<file path="config.mk">
export PLATFORM = sky130hd
export DESIGN_NAME = i2c_event_vector
export DESIGN_NICKNAME = d
export VERILOG_FILES = /design/src/rtl/i2c_event_pkg.sv /design/src/rtl/i2c_event_flags.sv /design/src/rtl/i2c_event_prio.sv /design/src/rtl/i2c_event_vector.sv
export SDC_FILE = /design/constraint.sdc
export NUM_CORES = 1
export LEC_CHECK = 0
export ABC_AREA = 0
export BUFFER_PORTS_ARGS = -buffer_cell sky130_fd_sc_hd__buf_2
export CORE_MARGIN = 2
export CORE_UTILIZATION = 25
export CTS_BUF_LIST = sky130_fd_sc_hd__clkbuf_8
export CTS_CLUSTER_DIAMETER = 150
export DETAILED_ROUTE_END_ITERATION = 10
export HOLD_SLACK_MARGIN = 0.15
export PLACE_DENSITY = 0.56
export SYNTH_ARGS = -nofsm -noshare
export SYNTH_HDL_FRONTEND = slang
export SYNTH_SLANG_ARGS = --single-unit
</file>
<file path="constraint.sdc">
create_clock -name clk -period 2.2 [get_ports clk]
set_clock_uncertainty 0.1 [all_clocks]
set_input_delay 0.44 -clock clk [delete_from_list [all_inputs] [get_ports clk]]
set_output_delay 0.44 -clock clk [all_outputs]
set_load 0.01 [all_outputs]
</file>
<file path="src/rtl/i2c_event_pkg.sv">
package i2c_event_pkg;
    localparam int EV_NUM    = 7;
    localparam int EV_ARBL   = 0;
    localparam int EV_NOACK  = 1;
    localparam int EV_ACCRDY = 2;
    localparam int EV_RXRDY  = 3;
    localparam int EV_TXRDY  = 4;
    localparam int EV_STOP   = 5;
    localparam int EV_ADDR   = 6;

    // flags that a status write may clear (transmit ready excluded)
    localparam logic [EV_NUM-1:0] SW_CLR_OK   = ~(EV_NUM'(1) << EV_TXRDY);
    // flags a vector read leaves untouched
    localparam logic [EV_NUM-1:0] VEC_RD_KEEP = (EV_NUM'(1) << EV_RXRDY) | (EV_NUM'(1) << EV_TXRDY);

    typedef enum logic [1:0] {
        SEL_MASK = 2'd0,
        SEL_STAT = 2'd1,
        SEL_VEC  = 2'd2,
        SEL_NONE = 2'd3
    } reg_sel_e;
endpackage

</file>
<file path="src/rtl/i2c_event_flags.sv">
module i2c_event_flags #(
    parameter int NEV = 7
) (
    input  logic           clk,
    input  logic           rst_n,
    input  logic [NEV-1:0] set_i,
    input  logic [NEV-1:0] clr_i,
    output logic [NEV-1:0] flags_o
);
    typedef struct packed {
        logic [NEV-1:0] flags;
    } flag_st_t;

    flag_st_t st_d, st_q;

    always_comb begin
        st_d = st_q;
        // a fresh event wins over any clear in the same cycle
        st_d.flags = (st_q.flags & ~clr_i) | set_i;
    end

    always_ff @(posedge clk or negedge rst_n) begin
        if (!rst_n) st_q <= '0;
        else        st_q <= st_d;
    end

    assign flags_o = st_q.flags;

    for (genvar k = 0; k < NEV; k++) begin : g_flag_chk
        p_set_sticks_r2: assert property (@(posedge clk) disable iff (!rst_n)
            set_i[k] |=> flags_o[k]);
        p_clear_takes_r6: assert property (@(posedge clk) disable iff (!rst_n)
            (clr_i[k] && !set_i[k]) |=> !flags_o[k]);
        p_hold_r10: assert property (@(posedge clk) disable iff (!rst_n)
            (flags_o[k] && !clr_i[k]) |=> flags_o[k]);
    end
endmodule

</file>
<file path="src/rtl/i2c_event_prio.sv">
module i2c_event_prio #(
    parameter int NEV = 7,
    localparam int VW = $clog2(NEV + 1)
) (
    input  logic [NEV-1:0] pend_i,
    output logic [VW-1:0]  code_o
);
    always_comb begin
        code_o = '0;
        for (int i = NEV - 1; i >= 0; i--) begin
            if (pend_i[i]) code_o = VW'(i + 1);
        end
    end
endmodule

</file>
<file path="src/rtl/i2c_event_vector.sv">
module i2c_event_vector
    import i2c_event_pkg::*;
#(
    parameter int DW      = 16,
    parameter int BB_BIT  = 12,
    parameter int RSF_BIT = 11,
    localparam int NEV    = EV_NUM,
    localparam int VW     = $clog2(NEV + 1)
) (
    input  logic          clk,
    input  logic          rst_n,
    input  logic [NEV-1:0] evt_i,
    input  logic          rx_data_taken,
    input  logic          tx_data_loaded,
    input  logic          bus_busy_i,
    input  logic          rx_shift_full_i,
    input  logic [1:0]    reg_sel,
    input  logic          reg_wr,
    input  logic          reg_rd,
    input  logic [DW-1:0] reg_wdata,
    output logic [DW-1:0] reg_rdata,
    output logic          irq_o
);
    typedef struct packed {
        logic [NEV-1:0] mask;
        logic           irq;
    } top_st_t;

    top_st_t st_d, st_q;

    logic [NEV-1:0] flags;
    logic [NEV-1:0] pend;
    logic [VW-1:0]  vec_code;
    logic [NEV-1:0] clr_sw, clr_vec, clr_data, clr_all;
    logic           wr_mask, wr_stat, rd_vec;
    logic           unused_wbits;

    assign wr_mask = reg_wr && (reg_sel == SEL_MASK);
    assign wr_stat = reg_wr && (reg_sel == SEL_STAT);
    assign rd_vec  = reg_rd && (reg_sel == SEL_VEC);
    assign unused_wbits = ^reg_wdata[DW-1:NEV];

    assign pend = flags & st_q.mask;

    i2c_event_prio #(.NEV(NEV)) u_prio (
        .pend_i (pend),
        .code_o (vec_code)
    );

    always_comb begin
        clr_sw = wr_stat ? (reg_wdata[NEV-1:0] & SW_CLR_OK) : '0;
        clr_vec = '0;
        for (int i = 0; i < NEV; i++) begin
            if (rd_vec && (vec_code == VW'(i + 1)) && !VEC_RD_KEEP[i])
                clr_vec[i] = 1'b1;
        end
        clr_data = '0;
        clr_data[EV_RXRDY] = rx_data_taken;
        clr_data[EV_TXRDY] = tx_data_loaded;
        clr_all = clr_sw | clr_vec | clr_data;
    end

    i2c_event_flags #(.NEV(NEV)) u_flags (
        .clk     (clk),
        .rst_n   (rst_n),
        .set_i   (evt_i),
        .clr_i   (clr_all),
        .flags_o (flags)
    );

    always_comb begin
        st_d = st_q;
        if (wr_mask) st_d.mask = reg_wdata[NEV-1:0];
        st_d.irq = |pend;
    end

    always_ff @(posedge clk or negedge rst_n) begin
        if (!rst_n) st_q <= '0;
        else        st_q <= st_d;
    end

    assign irq_o = st_q.irq;

    always_comb begin
        reg_rdata = '0;
        case (reg_sel)
            SEL_MASK: reg_rdata[NEV-1:0] = st_q.mask;
            SEL_STAT: begin
                reg_rdata[NEV-1:0] = flags;
                reg_rdata[RSF_BIT] = rx_shift_full_i;
                reg_rdata[BB_BIT]  = bus_busy_i;
            end
            SEL_VEC:  reg_rdata[VW-1:0] = vec_code;
            default:  reg_rdata = '0;
        endcase
    end

    // interrupt follows the vector by one clock
    p_irq_rise_r9: assert property (@(posedge clk) disable iff (!rst_n)
        (vec_code != '0) |=> irq_o);
    p_irq_fall_r9: assert property (@(posedge clk) disable iff (!rst_n)
        (vec_code == '0) |=> !irq_o);
    // no enabled flag below the reported one
    p_lowest_first_r4: assert property (@(posedge clk) disable iff (!rst_n)
        (vec_code != '0) |-> ((pend & ((NEV'(1) << (vec_code - 1'b1)) - NEV'(1))) == '0));
    p_code_pending_r3: assert property (@(posedge clk) disable iff (!rst_n)
        (vec_code != '0) |-> pend[vec_code - 1'b1]);
    p_vec_rd_clears_r5: assert property (@(posedge clk) disable iff (!rst_n)
        (rd_vec && vec_code == VW'(EV_ARBL + 1) && !evt_i[EV_ARBL]) |=> !flags[EV_ARBL]);
    p_txrdy_kept_r7: assert property (@(posedge clk) disable iff (!rst_n)
        (wr_stat && reg_wdata[EV_TXRDY] && flags[EV_TXRDY] && !tx_data_loaded) |=> flags[EV_TXRDY]);
endmodule

</file>
==> flow_summary.toml <==
[run_status]
status = "completed"

[worst_setup_path]
worstSetupStartpointType = "register"
crit_type = "reg -> out"
arrival_ns = 1.53
endpoint_kind = "output port"
cp_max_fo = 4
worstPathRequired_ns = 1.66

[place]
place_inst = 177
place_hpwl_mm = 1.67
pre_cts_ws_ns = 0.292
placed_cell_area_um2 = 1130
gp_congestion = 0.800
port_buffers = 33

[timing]
finalCriticalPeriod_ns = 2.07
slew_violations = 0
rsz0062_at_grt = "false"
setup_viol = 0
finalHoldViolCount = 0
fin_ws_ns = 0.133
tns_ns = 0
post-route-period-util_pct = 94.0
timing.fmax_ghz = 0.484

[flow_run]
cap_violations = 0

[floorplan]
io_pins = 50
die_w_um = 65.5
core_um2 = 3630
rows = 22
dieArea_um2 = 4290
die_h_um = 65.5
start_util_pct = 26.0

[final_layout]
final_cells = 182
drive_gt1_share_pct = 38.8
fin_area_um2 = 1190
postLayoutCoreUtil_pct = 32.7
num-nets-final = 168
n_antenna_cell = 0
area_delta_synth_final_pct = 25.7

[clock_tree]
tritoncts = "done"
cts_root_buf = "clkbuf_8"
ctsLongestPathBuffers = 2
clock_latency_ns = 0.24
clk_pin_slew_ns = 0.06
cts_sinks = 15
cts_buffers = 3
htree_levels = 1

[synthesis]
synthDistinctLibCells = 33
synthArstFlopShare_pct = 100
synth_ff_type = "dfrtp_1"
yosysSeqAreaShare_pct = 39.7
syn_inst = 101
ys_ff_latch = 15
yosysWarnings = 0
synth.avg_cell_area_um2 = 9.35
synth_area_um2 = 945
synth_edf_count = 0

[pwr]
cellPowerDensity_nw_per_um2 = 652
power.leakage_nw = 0.548
ir_drop_uv = 257

[grt]
grt_max_degree = 19
first_global_vias = 747
grtUsageTotal_pct = 10.2
grt_pass1_wl_mm = 3.36
antenna_found_initial = 0
grt-ovfl-total = 0

[route]
drc = 0
num_vias = 834
drt_iter0_markers = 8
antenna_left = 0
wirelength_mm = 2.14
wl_per_cell_um = 11.7
vias_per_cell = 4.58
first_pass_iters = 4

[hold_path]
hp-class = "in -> reg"
==> routing by layer <==
metal	GRT usage [%]	up-vias	part of all wire, %	routed length (µm)
met5	0	-	0	0
met4	4.69	0	0.70	15
met3	2.05	2	6.0	129
met2	15.9	27	45	953
met1	13.5	390	49	1040
li1	-	415	-	-
==> through the flow <==
step / hold WS, ns / power, W
after floorplan: 0.0444 / 0.000491
after global placement: 0.256 / 0.000553
after detailed placement: 0.260 / 0.000557
after CTS: 0.268 / 0.000781
after global routing: 0.260 / 0.000830
final: 0.272 / 0.000774
==> Yosys cell counts (all sizes together) (3+ instances only) <==
| cell type | number | area, µm² |
|---|---|---|
| o21ai | 3 | 15.0 |
| nand3b | 3 | 22.5 |
| buf | 10 | 66.3 |
| a31o | 4 | 35.0 |
| dfrtp | 15 | 375 |
| a31oi | 3 | 18.8 |
| inv | 3 | 11.3 |
| nand3 | 4 | 20.0 |
| nor2 | 4 | 15.0 |
| a21oi | 3 | 15.0 |
| nand2 | 14 | 52.6 |
| mux2i | 5 | 50.1 |
| and3b | 3 | 26.3 |
| mux2 | 7 | 78.8 |
==> kinds of logic after synthesis <==
group	share of synthesized area (%)
other	0.397
flip-flops	39.7
multiplexers	13.6
AO/OA/AOI/OAI	15.8
buffers and inverters	9.01
AND/OR/NAND/NOR	21.5
==> path summary, 6_finish.rpt <==
check	from	endpoint	slack, ns	depth (start not counted)
min	evt_i[4]	u_flags.flags_o[4]	0.27	2
min in group asynchronous	rst_n	u_flags.flags_o[2]	0.52	2
min reg2reg	u_flags.flags_o[2]	u_flags.flags_o[2]	0.44	1
max in group asynchronous	rst_n	u_flags.flags_o[6]	1.24	2
max reg2reg	u_flags.flags_o[4]	u_flags.flags_o[6]	0.49	3
max	u_flags.flags_o[4]	reg_rdata[1]	0.13	5
==> sequential cells by signal, summed over array words and instances (netlist names) <==
register,cells
irq_o,1
u_flags.flags_o,7
st_q,7
==> final cells by class <==
type | count | area [µm²]
Multi-Input combinational cell | 77 | 512
Tap cell | 48 | 60.1
Timing Repair Buffer | 35 | 183
Inverter | 3 | 11.3
Sequential cell | 15 | 375
Clock inverter | 1 | 5.00
Clock buffer | 3 | 41.3
Fill cell | 399 | 2450
==> worst max-delay path, stage by stage (launching register included) <==
cell and delay (ns):
dfrtp_1 0.41, a22o_1 0.28, o211ai_1 0.19, a31oi_1 0.10, o21ai_0 0.15, buf_2 0.16
==> what timing repair did <==
| item | CTS | global route |
|---|---|---|
| hold buffers | 1 | 0 |
| endpoints found under the setup margin | 0 | 2 |
| setup buffers | 0 | 0 |
| endpoints found under the hold margin | 15 | 0 |
| gates resized for setup | 0 | 1 |
==> placed cells by master (no fill, tap or decap), types with 4 or more instances in the layout <==
master / instances
dfrtp_1: 15
mux2i_1: 5
nand2_1: 14
mux2_2: 7
nor2_1: 4
conb_1: 7
nand3_1: 4
buf_2: 33
a31o_2: 4
==> power breakdown <==
part | internal (W) | switching [W]
clock | 0.000125 | 0.0000935
sequential | 0.000310 | 0.0000349
combinational | 0.000101 | 0.000110
(Power assumes the default switching activity.)
